**src/rtl/fe_sync_pkg.sv**
```systemverilog
// Package: operation codes and tag-condition helpers shared by the
// synchronizing memory and its submodules. Assumes a one-bit tag, 1 = full.
package fe_sync_pkg;

    typedef enum logic [1:0] {
        OP_READ        = 2'd0,
        OP_WRITE       = 2'd1,
        OP_READ_FULL   = 2'd2,
        OP_WRITE_EMPTY = 2'd3
    } mem_op_e;

    // True when the operation may complete given the word's tag.
    function automatic logic op_ready(input mem_op_e op, input logic tag);
        case (op)
            OP_READ_FULL:   return tag;
            OP_WRITE_EMPTY: return !tag;
            default:        return 1'b1;
        endcase
    endfunction

    // True for operations that store data.
    function automatic logic op_is_write(input mem_op_e op);
        return (op == OP_WRITE) || (op == OP_WRITE_EMPTY);
    endfunction

    // True for operations that wait on the tag.
    function automatic logic op_is_cond(input mem_op_e op);
        return (op == OP_READ_FULL) || (op == OP_WRITE_EMPTY);
    endfunction

endpackage

```
**src/rtl/fe_word_store.sv**
```systemverilog
// Word store: data words plus one presence tag per word, single access port.
// Assumes the caller never writes in a cycle where init_i is high.
module fe_word_store #(
    parameter int ADDR_W = 4,
    parameter int DATA_W = 64
) (
    input  logic                   clk,
    input  logic                   rst_n,
    input  logic                   init_i,
    input  logic [ADDR_W-1:0]      addr_i,
    input  logic                   data_we_i,
    input  logic [DATA_W-1:0]      wdata_i,
    input  logic                   tag_we_i,
    input  logic                   tag_val_i,
    output logic [DATA_W-1:0]      rdata_o,
    output logic [(1<<ADDR_W)-1:0] tags_o
);
    localparam int WORDS = 1 << ADDR_W;

    logic [DATA_W-1:0] mem_q [WORDS];
    logic [WORDS-1:0]  tags_q;

    // Data array: cleared on reset, written on request.
    always_ff @(posedge clk) begin
        if (!rst_n) begin
            for (int i = 0; i < WORDS; i++) mem_q[i] <= '0;
        end else if (data_we_i) begin
            mem_q[addr_i] <= wdata_i;
        end
    end

    // Tag array: emptied on reset or init, updated on request.
    always_ff @(posedge clk) begin
        if (!rst_n || init_i) tags_q <= '0;
        else if (tag_we_i)    tags_q[addr_i] <= tag_val_i;
    end

    assign rdata_o = mem_q[addr_i];
    assign tags_o  = tags_q;

endmodule

```
**src/rtl/fe_pend_queue.sv**
```systemverilog
// Parked-request queue: compacting list kept in arrival order (entry 0 oldest).
// Selects the oldest entry whose tag condition holds and that has no older
// entry to the same address. Assumes push and pop never coincide and that
// push only happens when not full.
module fe_pend_queue
    import fe_sync_pkg::*;
#(
    parameter int DEPTH  = 8,
    parameter int ADDR_W = 4,
    parameter int DATA_W = 64,
    parameter int TID_W  = 4
) (
    input  logic                    clk,
    input  logic                    rst_n,
    input  logic                    push_i,
    input  mem_op_e                 push_op_i,
    input  logic [ADDR_W-1:0]       push_addr_i,
    input  logic [DATA_W-1:0]       push_data_i,
    input  logic [TID_W-1:0]        push_tid_i,
    input  logic                    pop_i,
    input  logic [(1<<ADDR_W)-1:0]  tags_i,
    input  logic [ADDR_W-1:0]       probe_addr_i,
    output logic                    probe_hit_o,
    output logic                    any_o,
    output mem_op_e                 sel_op_o,
    output logic [ADDR_W-1:0]       sel_addr_o,
    output logic [DATA_W-1:0]       sel_data_o,
    output logic [TID_W-1:0]        sel_tid_o,
    output logic [$clog2(DEPTH+1)-1:0] cnt_o
);
    localparam int CNT_W = $clog2(DEPTH + 1);
    localparam int IDX_W = (DEPTH > 1) ? $clog2(DEPTH) : 1;

    mem_op_e           e_op   [DEPTH];
    logic [ADDR_W-1:0] e_addr [DEPTH];
    logic [DATA_W-1:0] e_data [DEPTH];
    logic [TID_W-1:0]  e_tid  [DEPTH];
    logic [CNT_W-1:0]  cnt_q;
    logic              elig   [DEPTH];
    logic [IDX_W-1:0]  sel;

    // Per-entry eligibility: valid, head of its address, condition met.
    for (genvar g = 0; g < DEPTH; g++) begin : g_elig
        logic older;
        always_comb begin
            older = 1'b0;
            for (int j = 0; j < g; j++)
                if (e_addr[j] == e_addr[g]) older = 1'b1;
            elig[g] = (CNT_W'(g) < cnt_q) && !older &&
                      op_ready(e_op[g], tags_i[e_addr[g]]);
        end
    end

    // Lowest-index eligible entry wins.
    always_comb begin
        any_o = 1'b0;
        sel   = '0;
        for (int i = DEPTH - 1; i >= 0; i--) begin
            if (elig[i]) begin
                any_o = 1'b1;
                sel   = IDX_W'(i);
            end
        end
    end

    // Any valid entry already waiting on the probed address.
    always_comb begin
        probe_hit_o = 1'b0;
        for (int i = 0; i < DEPTH; i++)
            if ((CNT_W'(i) < cnt_q) && (e_addr[i] == probe_addr_i))
                probe_hit_o = 1'b1;
    end

    // Occupancy counter.
    always_ff @(posedge clk) begin
        if (!rst_n)      cnt_q <= '0;
        else if (pop_i)  cnt_q <= cnt_q - 1'b1;
        else if (push_i) cnt_q <= cnt_q + 1'b1;
    end

    // Entry storage: close the gap on pop, append on push.
    always_ff @(posedge clk) begin
        if (pop_i) begin
            for (int i = 0; i < DEPTH - 1; i++) begin
                if (IDX_W'(i) >= sel) begin
                    e_op[i]   <= e_op[i+1];
                    e_addr[i] <= e_addr[i+1];
                    e_data[i] <= e_data[i+1];
                    e_tid[i]  <= e_tid[i+1];
                end
            end
        end else if (push_i) begin
            e_op[cnt_q[IDX_W-1:0]]   <= push_op_i;
            e_addr[cnt_q[IDX_W-1:0]] <= push_addr_i;
            e_data[cnt_q[IDX_W-1:0]] <= push_data_i;
            e_tid[cnt_q[IDX_W-1:0]]  <= push_tid_i;
        end
    end

    assign sel_op_o   = e_op[sel];
    assign sel_addr_o = e_addr[sel];
    assign sel_data_o = e_data[sel];
    assign sel_tid_o  = e_tid[sel];
    assign cnt_o      = cnt_q;

endmodule

```
**src/rtl/fe_sync_mem.sv**
```systemverilog
// Top: full/empty tagged memory. Each cycle it serves either one parked
// request (priority) or one new request. New conditional requests that
// cannot complete, or that target an address already parked, are queued.
// Replies are registered: one cycle after the serving edge.
module fe_sync_mem
    import fe_sync_pkg::*;
#(
    parameter int DATA_W = 64,
    parameter int ADDR_W = 4,
    parameter int TID_W  = 4,
    parameter int DEPTH  = 8
) (
    input  logic              clk,
    input  logic              rst_n,
    input  logic              init_i,
    input  logic              req_valid_i,
    output logic              req_ready_o,
    input  logic [TID_W-1:0]  req_tid_i,
    input  logic [1:0]        req_op_i,
    input  logic [ADDR_W-1:0] req_addr_i,
    input  logic [DATA_W-1:0] req_data_i,
    output logic              rsp_valid_o,
    output logic [TID_W-1:0]  rsp_tid_o,
    output logic [DATA_W-1:0] rsp_data_o
);
    localparam int CNT_W = $clog2(DEPTH + 1);
    localparam int WORDS = 1 << ADDR_W;

    mem_op_e           req_op;
    logic              q_any, q_hit;
    mem_op_e           q_op;
    logic [ADDR_W-1:0] q_addr;
    logic [DATA_W-1:0] q_data;
    logic [TID_W-1:0]  q_tid;
    logic [CNT_W-1:0]  q_cnt;
    logic [WORDS-1:0]  tags;
    logic [DATA_W-1:0] rdata;

    logic              retry_go, accept, park, exec;
    mem_op_e           acc_op;
    logic [ADDR_W-1:0] acc_addr;
    logic [DATA_W-1:0] acc_data;
    logic [TID_W-1:0]  acc_tid;

    assign req_op = mem_op_e'(req_op_i);

    // Admission and serve control.
    always_comb begin
        retry_go    = q_any && !init_i;
        req_ready_o = !init_i && !q_any && (q_cnt != CNT_W'(DEPTH));
        accept      = req_valid_i && req_ready_o;
        park        = accept && op_is_cond(req_op) &&
                      (q_hit || !op_ready(req_op, tags[req_addr_i]));
        exec        = retry_go || (accept && !park);
    end

    // Access source select: parked entry has priority.
    always_comb begin
        if (retry_go) begin
            acc_op = q_op;   acc_addr = q_addr;
            acc_data = q_data; acc_tid = q_tid;
        end else begin
            acc_op = req_op;   acc_addr = req_addr_i;
            acc_data = req_data_i; acc_tid = req_tid_i;
        end
    end

    fe_word_store #(.ADDR_W(ADDR_W), .DATA_W(DATA_W)) store_i (
        .clk       (clk),
        .rst_n     (rst_n),
        .init_i    (init_i),
        .addr_i    (acc_addr),
        .data_we_i (exec && op_is_write(acc_op)),
        .wdata_i   (acc_data),
        .tag_we_i  (exec && (acc_op != OP_READ)),
        .tag_val_i (op_is_write(acc_op)),
        .rdata_o   (rdata),
        .tags_o    (tags)
    );

    fe_pend_queue #(.DEPTH(DEPTH), .ADDR_W(ADDR_W), .DATA_W(DATA_W), .TID_W(TID_W)) queue_i (
        .clk          (clk),
        .rst_n        (rst_n),
        .push_i       (park),
        .push_op_i    (req_op),
        .push_addr_i  (req_addr_i),
        .push_data_i  (req_data_i),
        .push_tid_i   (req_tid_i),
        .pop_i        (retry_go),
        .tags_i       (tags),
        .probe_addr_i (req_addr_i),
        .probe_hit_o  (q_hit),
        .any_o        (q_any),
        .sel_op_o     (q_op),
        .sel_addr_o   (q_addr),
        .sel_data_o   (q_data),
        .sel_tid_o    (q_tid),
        .cnt_o        (q_cnt)
    );

    // Reply register: one pulse per served request.
    always_ff @(posedge clk) begin
        if (!rst_n) begin
            rsp_valid_o <= 1'b0;
            rsp_tid_o   <= '0;
            rsp_data_o  <= '0;
        end else begin
            rsp_valid_o <= exec;
            if (exec) begin
                rsp_tid_o  <= acc_tid;
                rsp_data_o <= op_is_write(acc_op) ? acc_data : rdata;
            end
        end
    end

endmodule

```
**config.mk**
```make
export PLATFORM = sky130hd
export DESIGN_NAME = fe_sync_mem
export DESIGN_NICKNAME = d
export VERILOG_FILES = /design/src/rtl/fe_sync_pkg.sv /design/src/rtl/fe_word_store.sv /design/src/rtl/fe_pend_queue.sv /design/src/rtl/fe_sync_mem.sv
export SDC_FILE = /design/constraint.sdc
export NUM_CORES = 2
export LEC_CHECK = 0
export BUFFER_PORTS_ARGS = -buffer_cell sky130_fd_sc_hd__buf_2
export CORE_MARGIN = 2
export CORE_UTILIZATION = 55
export CTS_CLUSTER_SIZE = 10
export DETAILED_ROUTE_END_ITERATION = 10
export GPL_TIMING_DRIVEN = 0
export PLACE_DENSITY_LB_ADDON = 0.15
export SLEW_MARGIN = 10
export SYNTH_ARGS = -nofsm -noshare
export SYNTH_HDL_FRONTEND = slang
export SYNTH_HIERARCHICAL = 1
export SYNTH_SLANG_ARGS = --single-unit
```
**constraint.sdc**
```tcl
create_clock -name clk -period 19.7 [get_ports clk]
set_input_delay 0.985 -clock clk [delete_from_list [all_inputs] [get_ports clk]]
set_output_delay 0.985 -clock clk [all_outputs]
set_load 0.02 [all_outputs]
```
==> results.tsv <==
stage	metric	value	unit
global_routing	pin count of the biggest net entering global routing	46	
clocking	# Post-CTS Setup Buffers	0	
logic_synthesis	Seq cells post-synth	1705	
timing	worst clock skew	0.0270	ns
clocking	Worst-Skew Late Latency	0.83	ns
timing	hold_ws	0.452	ns
logic_synthesis	Distinct cells, synth	69	
logic_synthesis	YS warnings	6	
logic_synthesis	synthesized area	82500	µm²
logic_synthesis	synth top area cells	edfxtp_1 59%, mux4_2 7.8%, and2_1 7.8%	
placement	GP Congestion	0.936	
timing	fin. max-slew vios	0	
clocking	Clock transition at path regs	0.06	ns
hold_path	Hold Path End	rsp_data_o[7]	
worst_setup_path	Worst R2R Path Depth	22	
timing	Final Hold Fails	0	
worst_setup_path	r2r setup slk	11.00	ns
global_routing	global-route wire length before repair	344000	µm
clocking	hold buffers post-CTS	0	
outcome	status	complete, no violations	
placement	hpwl dp	167000	µm
detailed_routing	via count	52446	
worst_setup_path	WP data required	20.39	ns
logic_synthesis	syn nets	6143	
die	Ports	148	
timing	Max Clk Rate	0.115	GHz
logic_synthesis	register area share after synthesis	60.9	%
timing	RSZ-0062 raised after global routing	false	
timing	crit share post-route	44.1	%
logic_synthesis	post-synthesis compound-gate area fraction	7.08	%
logic_synthesis	synthesized-area fraction occupied by and/or/nand/nor cells	12.4	%
finish	final core utilization	62.3	%
clocking	CTS tree	yes	
detailed_routing	drt initial violations	5831	
global_routing	total global routing overflow	0	
global_routing	initial antenna violation count	13	
detailed_routing	DR DRC count	0	
finish	final instance area	93100	µm²
die	full die area	153000	µm²
timing	Max-slew headroom	10.8	%
hold_path	worst hold stages	2	
logic_synthesis	most common cell in the netlist	edfxtp_1	
worst_setup_path	Reg2Reg Capture Point	store_i/mem_q[1][21]	
worst_setup_path	Crit Path Category	flop to flop	
finish	fill cell count	11372	
logic_synthesis	Synth top cells by count	1,616 x edfxtp_1, 1,033 x and2_1, 466 x mux2i_1, 453 x nand2_1, 346 x clkbuf_1	
placement	Post-DP Area	87500	µm²
logic_synthesis	EDFF count, synth	1616	
timing	setup TNS	0	ns
run	maxcap violations	0	
worst_setup_path	Startpoint Class	flop	
clocking	number of buffers inserted during clock tree synthesis	192	
logic_synthesis	Synth Flop Type	edfxtp_1	
worst_setup_path	Critical Path End Type	flop	
worst_setup_path	FF-to-FF Start	queue_i/e_addr[5][1]	
clocking	Clock Sinks	1705	
logic_synthesis	Synth Instances	6061	
die	FP Rows	142	
global_routing	vias in the first global route	52968	
detailed_routing	Avg Vias per Cell	6.08	
die	CORE AREA	149000	µm²
die	Die X	391	µm
clocking	CTS max path bufs	3	
logic_synthesis	synthesized area per cell	13.6	µm²
placement	PortBufs	147	
hold_path	hold_sp	rsp_data_o[7]	
detailed_routing	Routed WL	233000	µm
detailed_routing	Post-DRT Antenna Nets	0	
worst_setup_path	arrival time worst endpoint	9.38	ns
logic_synthesis	largest family of logic cells by synthesized area	multiplexers	
clocking	post-CTS sizing	0	
clocking	root buffer cell	clkbuf_16	
clocking	htree depth	4	
logic_synthesis	xor/xnor share of the synthesized area	1.63	%
detailed_routing	DR WL/cell	27.0	µm
finish	share of cells above drive strength 1	16.2	%
die	initial core utilization	55.2	%
timing	Slew @ Worst Pin	1.32	ns
worst_setup_path	Crit Path Max Fanout	10	
die	DIE HEIGHT	391	µm
finish	Layout Nets	6552	
global_routing	GR Util All Layers	30.5	%
detailed_routing	first-pass detailed-route iteration total	6	
timing	Setup violations, final	0	
logic_synthesis	ys async rst share	0	%
hold_path	Hold Crit Class	flop to flop	
logic_synthesis	post-synthesis mux area share	14.5	%
finish	area grow syn2layout	12.8	%
logic_synthesis	post-synthesis adder-cell area fraction	0.0606	%
timing	min Tclk post-route	8.70	ns
logic_synthesis	Synth top area share	58.8	%
logic_synthesis	largest area contributor in the netlist	edfxtp_1	
==> worst max path at each step <==
stage,from,endpoint,slack (ns),cells after the start
floorplan,queue_i/e_addr[2][2],store_i/mem_q[2][0],9.98,21
global placement,queue_i/e_addr[5][1],queue_i/e_data[5][27],3.18,15
detailed placement,queue_i/e_addr[5][1],store_i/mem_q[1][27],11.24,22
CTS,queue_i/e_addr[5][1],store_i/mem_q[1][21],11.17,22
global route,queue_i/e_addr[5][1],store_i/mem_q[1][21],10.97,22
finish,queue_i/e_addr[5][1],store_i/mem_q[1][21],11.00,22
==> registers in the layout, summed over array words and instances (netlist names) <==
name and cells:
queue_i/cnt_o 4, queue_i/e_addr 32, queue_i/e_data 512, queue_i/e_op 16, queue_i/e_tid 32, rsp_data_o 64
rsp_tid_o 4, rsp_valid_o 1, store_i/mem_q 1024, store_i/tags_o 16
==> placed cells by master, fill, tap and decap left out, types with 167 or more instances in the layout <==
| master | Yosys | final |
|---|---|---|
| nor2_1 | 168 | 167 |
| nand2_1 | 453 | 450 |
| edfxtp_1 | 1616 | 1616 |
| clkbuf_16 | 0 | 194 |
| mux4_2 | 287 | 287 |
| and2_1 | 1033 | 1033 |
| clkbuf_1 | 346 | 459 |
| buf_2 | 101 | 248 |
| mux2i_1 | 466 | 466 |
| o21ai_0 | 313 | 310 |
==> logic make-up (layout without fill, tap and decap cells) <==
logic type	after synthesis	after routing
and+or+nand+nor	1871	1871
DFF	1705	1705
AOI/OAI and AO/OA	886	886
muxes	826	826
buffers and inverters	615	1159
xor gates and xnor gates	154	154
adders and majority gates	4	4
other	0	12
==> metrics by stage <==
step	worst slack, ns	cells
floorplan	9.98	6061
detailed placement	11.24	8291
global placement	3.18	8224
finish	11.00	8633
CTS	11.17	8620
global route	10.97	8621
==> layer usage <==
| metal | track usage (%) | up-vias | part of all wire [%] |
|---|---|---|---|
| li1 | - | 23253 | - |
| met2 | 49.2 | 2354 | 48 |
| met5 | 0 | - | 0.042 |
| met1 | 41.5 | 26403 | 40 |
| met4 | 10.6 | 14 | 3.4 |
| met3 | 6.08 | 422 | 8.7 |
==> critical path, stage by stage (launching register included) <==
cell and delay (ns):
edfxtp_1 0.45, buf_2 0.38, mux4_2 0.37, mux2i_1 0.40
mux2i_1 0.17, nor4_2 0.50, a21o_1 0.24, a221o_1 0.17
buf_4 0.25, buf_6 0.27, buf_2 0.43, mux2i_1 0.16
a221oi_2 0.30, mux2_2 0.42, clkbuf_1 0.54, clkbuf_1 0.67
inv_1 0.09, nor2_1 0.55, nand4bb_1 0.15, buf_2 0.26
nor2_2 0.89, clkbuf_1 0.59, and2_1 0.23
==> area by class of cell <==
cell class	count	area, µm²	share of cell area [%]
antenna	12	30.0	0.0323
clock buffer	314	5380	5.77
clock inverter	15	184	0.198
tap	2016	2520	2.71
buffer	531	2530	2.71
sequential	1705	50300	54.0
multi-input combinational	3741	29700	31.9
inverter	84	315	0.339
timing repair buffer	215	2170	2.33
Power is not shown: default switching activity piles up to over one toggle a cycle in this logic, so the estimate is an artifact.
